### src/rtl/rxf_pkg.sv
package rxf_pkg;

  // Drop reasons; the numeric code is also the priority order (lower wins).
  typedef enum logic [2:0] {
    RSN_NONE  = 3'd0,
    RSN_FCS   = 3'd1,
    RSN_SHORT = 3'd2,
    RSN_LONG  = 3'd3,
    RSN_CTRL  = 3'd4,
    RSN_ADDR  = 3'd5
  } rxf_reason_e;

  localparam int NUM_REASONS = 5;
  localparam int REASON_W    = 3;

endpackage

### src/rtl/rxf_match_table.sv
module rxf_match_table #(
  parameter int SLOTS      = 4,
  parameter int ADDR_BYTES = 6,
  parameter int SLOT_W     = $clog2(SLOTS),
  parameter int BYTE_W     = $clog2(ADDR_BYTES)
) (
  input  logic                    clk,
  input  logic                    rst_n,
  input  logic                    wr_en,
  input  logic [SLOT_W-1:0]       wr_slot,
  input  logic [BYTE_W-1:0]       wr_byte,
  input  logic [7:0]              wr_data,
  input  logic [ADDR_BYTES*8-1:0] addr,
  output logic                    hit
);

  logic [SLOTS-1:0] slot_hit;

  for (genvar s = 0; s < SLOTS; s++) begin : g_slot
    logic [ADDR_BYTES-1:0] byte_eq;
    for (genvar b = 0; b < ADDR_BYTES; b++) begin : g_byte
      logic [7:0] entry_q;
      logic       sel;
      assign sel = wr_en && (wr_slot == SLOT_W'(s)) && (wr_byte == BYTE_W'(b));
      always_ff @(posedge clk or negedge rst_n) begin
        if (!rst_n)   entry_q <= '0;
        else if (sel) entry_q <= wr_data;
      end
      assign byte_eq[b] = (entry_q == addr[8*b +: 8]);
    end
    assign slot_hit[s] = &byte_eq;
  end

  assign hit = |slot_hit;

endmodule

### src/rtl/rxf_rule_eval.sv
module rxf_rule_eval
  import rxf_pkg::*;
#(
  parameter int LEN_W   = 16,
  parameter int MIN_LEN = 14,
  parameter int MAX_LEN = 4095
) (
  input  logic             drop_fcs,
  input  logic             drop_ctrl,
  input  logic             drop_addr,
  input  logic             fcs_bad,
  input  logic             is_ctrl,
  input  logic [LEN_W-1:0] len,
  input  logic             addr_hit,
  output rxf_reason_e      reason
);

  localparam logic [LEN_W-1:0] MIN_L = LEN_W'(MIN_LEN);
  localparam logic [LEN_W-1:0] MAX_L = LEN_W'(MAX_LEN);

  always_comb begin
    if (drop_fcs && fcs_bad)        reason = RSN_FCS;
    else if (len < MIN_L)           reason = RSN_SHORT;
    else if (len > MAX_L)           reason = RSN_LONG;
    else if (drop_ctrl && is_ctrl)  reason = RSN_CTRL;
    else if (drop_addr && !addr_hit) reason = RSN_ADDR;
    else                            reason = RSN_NONE;
  end

endmodule

### src/rtl/rxf_sat_counter.sv
module rxf_sat_counter #(
  parameter int CNT_W = 16
) (
  input  logic             clk,
  input  logic             rst_n,
  input  logic             inc,
  output logic [CNT_W-1:0] count
);

  always_ff @(posedge clk or negedge rst_n) begin
    if (!rst_n)                    count <= '0;
    else if (inc && (count != '1)) count <= count + 1'b1;
  end

endmodule

### src/rtl/rxf_frame_filter.sv
module rxf_frame_filter
  import rxf_pkg::*;
#(
  parameter int SLOTS      = 4,
  parameter int ADDR_BYTES = 6,
  parameter int LEN_W      = 16,
  parameter int CNT_W      = 16,
  parameter int MIN_LEN    = 14,
  parameter int MAX_LEN    = 4095,
  localparam int SLOT_W    = $clog2(SLOTS),
  localparam int BYTE_W    = $clog2(ADDR_BYTES),
  localparam int ADDR_W    = ADDR_BYTES * 8
) (
  input  logic              clk,
  input  logic              rst_n,
  input  logic              cfg_drop_fcs,
  input  logic              cfg_drop_ctrl,
  input  logic              cfg_drop_addr,
  input  logic              tbl_wr_en,
  input  logic [SLOT_W-1:0] tbl_wr_slot,
  input  logic [BYTE_W-1:0] tbl_wr_byte,
  input  logic [7:0]        tbl_wr_data,
  input  logic              in_valid,
  output logic              in_ready,
  input  logic              in_fcs_bad,
  input  logic              in_is_ctrl,
  input  logic [LEN_W-1:0]  in_len,
  input  logic [ADDR_W-1:0] in_addr1,
  output logic              out_valid,
  input  logic              out_ready,
  output logic              out_pass,
  output logic [REASON_W-1:0] out_reason,
  output logic [CNT_W-1:0]  cnt_fcs,
  output logic [CNT_W-1:0]  cnt_short,
  output logic [CNT_W-1:0]  cnt_long,
  output logic [CNT_W-1:0]  cnt_ctrl,
  output logic [CNT_W-1:0]  cnt_addr
);

  logic        addr_hit;
  rxf_reason_e reason_d;
  logic        accept;
  logic        valid_q;
  logic        pass_q;
  rxf_reason_e reason_q;
  logic [CNT_W-1:0] cnt_vec [NUM_REASONS];

  rxf_match_table #(
    .SLOTS(SLOTS), .ADDR_BYTES(ADDR_BYTES)
  ) u_table (
    .clk(clk), .rst_n(rst_n),
    .wr_en(tbl_wr_en), .wr_slot(tbl_wr_slot), .wr_byte(tbl_wr_byte),
    .wr_data(tbl_wr_data), .addr(in_addr1), .hit(addr_hit)
  );

  rxf_rule_eval #(
    .LEN_W(LEN_W), .MIN_LEN(MIN_LEN), .MAX_LEN(MAX_LEN)
  ) u_rules (
    .drop_fcs(cfg_drop_fcs), .drop_ctrl(cfg_drop_ctrl), .drop_addr(cfg_drop_addr),
    .fcs_bad(in_fcs_bad), .is_ctrl(in_is_ctrl), .len(in_len),
    .addr_hit(addr_hit), .reason(reason_d)
  );

  // Single-entry output stage: free when empty or being drained this cycle.
  assign in_ready = !valid_q || out_ready;
  assign accept   = in_valid && in_ready;

  always_ff @(posedge clk or negedge rst_n) begin
    if (!rst_n) begin
      valid_q  <= 1'b0;
      pass_q   <= 1'b0;
      reason_q <= RSN_NONE;
    end else if (accept) begin
      valid_q  <= 1'b1;
      pass_q   <= (reason_d == RSN_NONE);
      reason_q <= reason_d;
    end else if (out_ready) begin
      valid_q  <= 1'b0;
    end
  end

  // One saturating counter per drop reason; index i counts reason code i+1.
  for (genvar i = 0; i < NUM_REASONS; i++) begin : g_cnt
    logic hit_i;
    assign hit_i = accept && (reason_d == rxf_reason_e'(i + 1));
    rxf_sat_counter #(.CNT_W(CNT_W)) u_cnt (
      .clk(clk), .rst_n(rst_n), .inc(hit_i), .count(cnt_vec[i])
    );
  end

  assign out_valid  = valid_q;
  assign out_pass   = pass_q;
  assign out_reason = reason_q;
  assign cnt_fcs    = cnt_vec[0];
  assign cnt_short  = cnt_vec[1];
  assign cnt_long   = cnt_vec[2];
  assign cnt_ctrl   = cnt_vec[3];
  assign cnt_addr   = cnt_vec[4];

endmodule

### config.mk
export PLATFORM = sky130hd
export DESIGN_NAME = rxf_frame_filter
export DESIGN_NICKNAME = d
export VERILOG_FILES = /design/src/rtl/rxf_pkg.sv /design/src/rtl/rxf_match_table.sv /design/src/rtl/rxf_rule_eval.sv /design/src/rtl/rxf_sat_counter.sv /design/src/rtl/rxf_frame_filter.sv
export SDC_FILE = /design/constraint.sdc
export NUM_CORES = 1
export LEC_CHECK = 0
export BUFFER_PORTS_ARGS = -buffer_cell sky130_fd_sc_hd__buf_2
export CAP_MARGIN = 20
export CORE_AREA = 5 5 199 163
export DETAILED_ROUTE_END_ITERATION = 8
export DIE_AREA = 0 0 204 168
export PLACE_DENSITY_LB_ADDON = 0.08
export SETUP_SLACK_MARGIN = 0.1
export SLEW_MARGIN = 20
export SYNTH_ARGS = -nofsm -noshare
export SYNTH_HDL_FRONTEND = slang
export SYNTH_SLANG_ARGS = --single-unit
export TNS_END_PERCENT = 1
### constraint.sdc
create_clock -name clk -period 3.4 [get_ports clk]
set_input_delay 0 -clock clk [delete_from_list [all_inputs] [get_ports clk]]
set_output_delay 0 -clock clk [all_outputs]
set_load 0.02 [all_outputs]
After elaboration in Yosys (flattened, before gate mapping)
Cells that the tools add are included.
{"block": "word_totals", "regBits": 277, "inputBits": 87, "output_inout_bits": 86, "word_cells": 142}
{"block": "op_classes", "add_sub_neg": 5, "magnitude_cmp": 2, "eq_ne": 42, "muxes": 7, "n_reduce_logical": 54}
{"cell": "$eq A8 B8 Y1", "count": 24}
{"cell": "$add A16 B1 Y16 const B", "count": 5}
{"cell": "$ne A16 B16 Y1 const B", "count": 5}
{"cell": "$logic_and A1 B1 Y1", "count": 42}
{"cell": "$reduce_and A6 Y1", "count": 4}
{"cell": "$gt A16 B12 Y1 const B", "count": 1}
{"cell": "$lt A16 B4 Y1 const B", "count": 1}
{"cell": "$mux W3", "count": 5}
{"cell": "$eq A3 B2 Y1 const B", "count": 4}
{"cell": "$eq A3 B3 Y1 const B", "count": 4}
{"cell": "$eq A3 B1 Y1 const B", "count": 2}
{"cell": "$logic_not A3 Y1", "count": 2}
{"cell": "$eq A2 B2 Y1 const B", "count": 2}
{"cell": "$reduce_or A4 Y1", "count": 1}
{"cell": "$eq A2 B1 Y1 const B", "count": 1}
{"cell": "$logic_not A1 Y1", "count": 2}
{"cell": "$logic_not A2 Y1", "count": 1}
{"cell": "$mux W1", "count": 2}
{"cell": "$reduce_bool A2 Y1", "count": 1}
{"cell": "$logic_or A1 B1 Y1", "count": 1}

Logic depth before layout (Yosys ltp)
{"block": "depth", "word_depth": 13, "mapped_depth": 8, "mapped_depth_nobuf": 7}

Cells and area by module
Synthesis repeated with hierarchy kept, for this count alone.
{"block": "hier_totals", "cells_unflattened": 1141, "area_unflattened_um2": 14174.8}
{"module": "rxf_match_table", "n_inst": 1, "cells_each": 746, "area_per_inst_um2": 9517.9, "seq_area_each_um2": 4804.6}
{"module": "rxf_sat_counter", "n_inst": 5, "cells_each": 72, "area_per_inst_um2": 859.6, "seq_area_each_um2": 400.4}
{"module": "rxf_frame_filter", "n_inst": 1, "cells_each": 21, "area_per_inst_um2": 266.5, "seq_area_each_um2": 125.1}
{"module": "rxf_rule_eval", "n_inst": 1, "cells_each": 14, "area_per_inst_um2": 92.6, "seq_area_each_um2": 0.0}

Worst setup path before layout
No wires, ideal clock.
{"block": "synth_path", "path_kind": "register -> register", "start": "register valid_q (netlist: out_valid)", "end": "register g_cnt[2].u_cnt.count[6]", "setup_time_ns": 0.130, "arrival_ns": 1.971, "t_required_ns": 3.270, "path_slack_ns": 1.299, "path_stages_with_launch": 9, "path_buffers": 1, "synth_period_minus_slack_ns": 2.101, "cell_sequence": "dfrtp_1 > nand2b_2 > nand2_1 > or3b_1 > a21oi_2 > and3_1 > buf_2 > nand4_1 > xnor2_1"}
{"block": "synth_between", "elab_chain_cells": 5}
{"item": "start: declaration", "line": "rxf_frame_filter.sv:43", "rtl": "logic valid_q;"}
{"item": "start signal: assignment", "line": "rxf_frame_filter.sv:70", "rtl": "valid_q <= 1'b0;"}
{"item": "start signal: assignment", "line": "rxf_frame_filter.sv:74", "rtl": "valid_q <= 1'b1;"}
{"item": "start signal: assignment", "line": "rxf_frame_filter.sv:78", "rtl": "valid_q <= 1'b0;"}
{"item": "$logic_not A1 Y1", "line": "rxf_frame_filter.sv:65", "rtl": "assign in_ready = !valid_q || out_ready;"}
{"item": "$logic_or A1 B1 Y1", "line": "rxf_frame_filter.sv:65"}
{"item": "via in_ready", "line": "rxf_frame_filter.sv:24", "rtl": "output logic in_ready,"}
{"item": "$logic_and A1 B1 Y1", "line": "rxf_frame_filter.sv:66", "rtl": "assign accept = in_valid && in_ready;"}
{"item": "$logic_and A1 B1 Y1", "line": "rxf_frame_filter.sv:85", "rtl": "assign hit_i = accept && (reason_d == rxf_reason_e'(i + 1));"}
{"item": "$logic_and A1 B1 Y1", "line": "rxf_sat_counter.sv:12", "rtl": "else if (inc && (count != '1)) count <= count + 1'b1;"}
{"item": "end signal: assignment", "line": "rxf_sat_counter.sv:12"}
{"item": "end: declaration", "line": "rxf_sat_counter.sv:7", "rtl": "output logic [CNT_W-1:0] count"}
The timed path passes the listed nets, and every way through them passes these cells.
A chain may end at the register's enable or synchronous reset.

Worst setup path in the final report
{"block": "layout_path", "start": "register u_table.g_slot[1].g_byte[5].entry_q[5]", "end": "register reason_q[0] (netlist: out_reason[0])"}
{"block": "layout_between", "elab_chain_cells": 10}
{"item": "start: declaration", "line": "rxf_match_table.sv:22", "rtl": "logic [7:0] entry_q;"}
{"item": "start signal: assignment", "line": "rxf_match_table.sv:27", "rtl": "else if (sel) entry_q <= wr_data;"}
{"item": "$eq A8 B8 Y1", "line": "rxf_match_table.sv:29", "rtl": "assign byte_eq[b] = (entry_q == addr[8*b +: 8]);"}
{"item": "$reduce_and A6 Y1", "line": "rxf_match_table.sv:31", "rtl": "assign slot_hit[s] = &byte_eq;"}
{"item": "$reduce_or A4 Y1", "line": "rxf_match_table.sv:34", "rtl": "assign hit = |slot_hit;"}
{"item": "$logic_not A1 Y1", "line": "rxf_rule_eval.sv:26", "rtl": "else if (drop_addr && !addr_hit) reason = RSN_ADDR;"}
{"item": "$logic_and A1 B1 Y1", "line": "rxf_rule_eval.sv:26"}
{"item": "$mux W3", "line": "rxf_rule_eval.sv:26"}
{"item": "$mux W3", "line": "rxf_rule_eval.sv:25", "rtl": "else if (drop_ctrl && is_ctrl) reason = RSN_CTRL;"}
{"item": "$mux W3", "line": "rxf_rule_eval.sv:24", "rtl": "else if (len > MAX_L) reason = RSN_LONG;"}
{"item": "$mux W3", "line": "rxf_rule_eval.sv:23", "rtl": "else if (len < MIN_L) reason = RSN_SHORT;"}
{"item": "$mux W3", "line": "rxf_rule_eval.sv:22", "rtl": "if (drop_fcs && fcs_bad) reason = RSN_FCS;"}
{"item": "end signal: assignment", "line": "rxf_frame_filter.sv:76", "rtl": "reason_q <= reason_d;"}
{"item": "end: declaration", "line": "rxf_frame_filter.sv:45", "rtl": "rxf_reason_e reason_q;"}
No other way between the ends.

==> results.json <==
{
  "cts_resized": 0,
  "grt_antenna_before_repair": 2,
  "drtPass1Iterations": 5,
  "min_period_over_period": 0.9269,
  "final-hold-violation-count": 0,
  "netlist_top_cells_area": "dfrtp_1 (52%), mux2_2 (17%), xnor2_1 (8.9%)",
  "critPathLaunchType": "flop",
  "synth_compound_area_frac": 0.01238,
  "start_util": 0.4445,
  "grt_pass1_vias": 9216,
  "drt_iter0_markers": 491,
  "outcome": "finished clean",
  "cts_buffers": 30,
  "root_buffer": "clkbuf_16",
  "dieArea_um2": 34270,
  "yosys_warnings": 0,
  "clkTransAtPathRegs_ns": 0.06,
  "synth_xor_area_frac": 0.1739,
  "io_pins": 173,
  "synth-adder-area-share": 0.004688,
  "yosysTopAreaCell": "dfrtp_1",
  "synth_top_family_by_area": "XOR/XNOR gates",
  "drc_errors": 0,
  "wl_per_cell_um": 22.58,
  "syn_area_per_cell_um2": 12.59,
  "max-vdd-ir-drop_mv": 0.4791,
  "min_period_ns": 3.152,
  "crit_required_ns": 3.84,
  "grt_pass1_wl_um": 58540,
  "hold_path_class": "input port to flop",
  "grt_max_degree": 102,
  "cts_setup_buffers": 0,
  "via_per_inst": 5.325,
  "clock_latency_ns": 0.56,
  "cts_max_level": 1,
  "synth_fp_nets": 1152,
  "synth_area_um2": 13350,
  "synth-async-reset-ratio": 1.000,
  "netlist_instances": 1060,
  "synth_top_area_share": 0.5194,
  "syn2layout_area_growth_pct": 19.00,
  "yosys.area_share.simple": 0.1119,
  "finClkSkew_ns": 0.008811,
  "die_w_um": 204,
  "numPortBuffers": 171,
  "cp.arrival_ns": 3.59,
  "ys_dominant_reg_cell": "dfrtp_1",
  "grtUsageTotal": 0.2232,
  "crit_fanout": 11,
  "setup_viol": 0,
  "synth_edf_count": 0,
  "synthTopCellsByCount": "dfrtp_1 (277), mux2_2 (197), xnor2_1 (135)",
  "yosysUniqueCellTypes": 49,
  "gp_congestion": 0.8562,
  "clk_path_buf_depth": 3,
  "fp.coreArea_um2": 30030,
  "clock_sinks": 277,
  "p_total_mw": 9.049,
  "worstSetupEndpointType": "flop",
  "layout.nets": 1359,
  "holdWs_ns": 0.05298,
  "rows": 57,
  "yosysSeqAreaShare": 0.5194,
  "maxCapViolCount": 0,
  "rsz0062_at_grt": "false",
  "fmax_mhz": 317.3,
  "drive_gt1_frac": 0.3491,
  "power.leakage_nw": 7.455,
  "power.density_nw_per_um2": 569.8,
  "die_h_um": 168,
  "grt-ovfl-total": 0,
  "ys_ff_latch": 277,
  "cts_tree": "built",
  "fin_setup_tns_ns": 0,
  "critical_path_class": "flop to flop",
  "synthMostInstantiatedCell": "dfrtp_1",
  "final_max_slew_viol_count": 0,
  "slew_headroom": 0.1744,
  "dp_hpwl_um": 27420,
  "vias": 9068,
  "worst_pin_slew_ns": 1.234,
  "synth.area.mux_share": 0.1670,
  "wl_um": 38450,
  "ant_nets": 0
}
==> cells by family after synthesis <==
kind of cell / count (synthesis)
xor gates and xnor gates: 265
and+or+nand+nor: 269
muxes: 198
DFF: 277
adders and majority gates: 5
AOI/OAI and AO/OA: 14
buffers and inverters: 32
==> registers in the layout, summed over array words and instances (netlist names) <==
register and count:
out_valid 1, out_pass 1, out_reason 3, u_table.g_slot.g_byte.entry_q 192, g_cnt.u_cnt.count 80
==> final timing paths <==
kind / from / cells after the start / endpoint / slack, ns
max: u_table.g_slot[1].g_byte[5].entry_q[5] / 8 / out_reason[0] / 0.25
min: tbl_wr_data[0] / 2 / u_table.g_slot[2].g_byte[0].entry_q[0] / 0.05
max reg2reg: u_table.g_slot[1].g_byte[5].entry_q[5] / 8 / out_reason[0] / 0.25
min reg2reg: out_reason[1] / 1 / out_reason[1] / 0.48
max in group asynchronous: rst_n / 3 / g_cnt[2].u_cnt.count[12] / 2.38
min in group asynchronous: rst_n / 2 / u_table.g_slot[2].g_byte[3].entry_q[3] / 0.06
==> per-stage QoR <==
step	setup slack [ns]	cells	area, um2	util
2_1_floorplan	1.299	1060	13350	-
3_3_place_gp	0.7293	1636	14770	0.4919
3_5_place_dp	0.7377	1636	14770	0.4919
6_report	0.2484	1703	15880	0.5289
5_1_grt	0.1489	1703	15880	0.5289
4_1_cts	0.2726	1702	15880	0.5289
==> layout make-up <==
| cell class | instances | area, um2 |
|---|---|---|
| fillers | 2687 | 14140 |
| clock inverters | 12 | 125.1 |
| inverters | 9 | 33.78 |
| clock buffers | 42 | 865.8 |
| flip-flops and latches | 277 | 6932 |
| diodes | 1 | 2.502 |
| repair buffers | 198 | 1136 |
| well taps | 413 | 516.7 |
| multi-input cells | 751 | 6270 |
==> per-layer routing <==
metal	routed length (um)	vias up	GRT usage
met5	20	-	0
met2	16710	217	0.3291
met1	18820	4657	0.3466
li1	-	4154	-
met3	2422	38	0.04712
met4	476	2	0.03407
==> power by group <==
part	internal [mW]	switching [mW]
clock	1.92	1.36
sequential	3.81	0.376
combinational	0.799	0.780
==> what timing repair did <==
item | 4_1_cts | 5_1_grt
endpoints found under the hold margin | 105 | 0
endpoints found under the setup margin | 0 | 1
hold buffers | 12 | 0
==> critical path, stage by stage (launching register included) <==
cell,delay (ns)
dfrtp_1,0.39
xnor2_1,0.18
nand4_1,0.23
nor4_1,0.71
nand3_1,0.27
o311ai_4,0.28
nor2_1,0.17
a31o_2,0.26
dlygate4sd3_1,0.55
==> cell usage in the layout (no fill, tap or decap), types with 8 or more instances in the layout <==
cell type and instances:
and3_1 11, buf_2 170, buf_4 12, clkbuf_16 30
clkinv_2 8, dfrtp_1 277, dlygate4sd3_1 12, inv_1 9
mux2_2 197, nand2_1 55, nand3_1 32, nand4_1 46
nor2_1 38, nor3_1 8, nor4_1 45, xnor2_1 135
xor2_1 130
(Power assumes the default switching activity.)
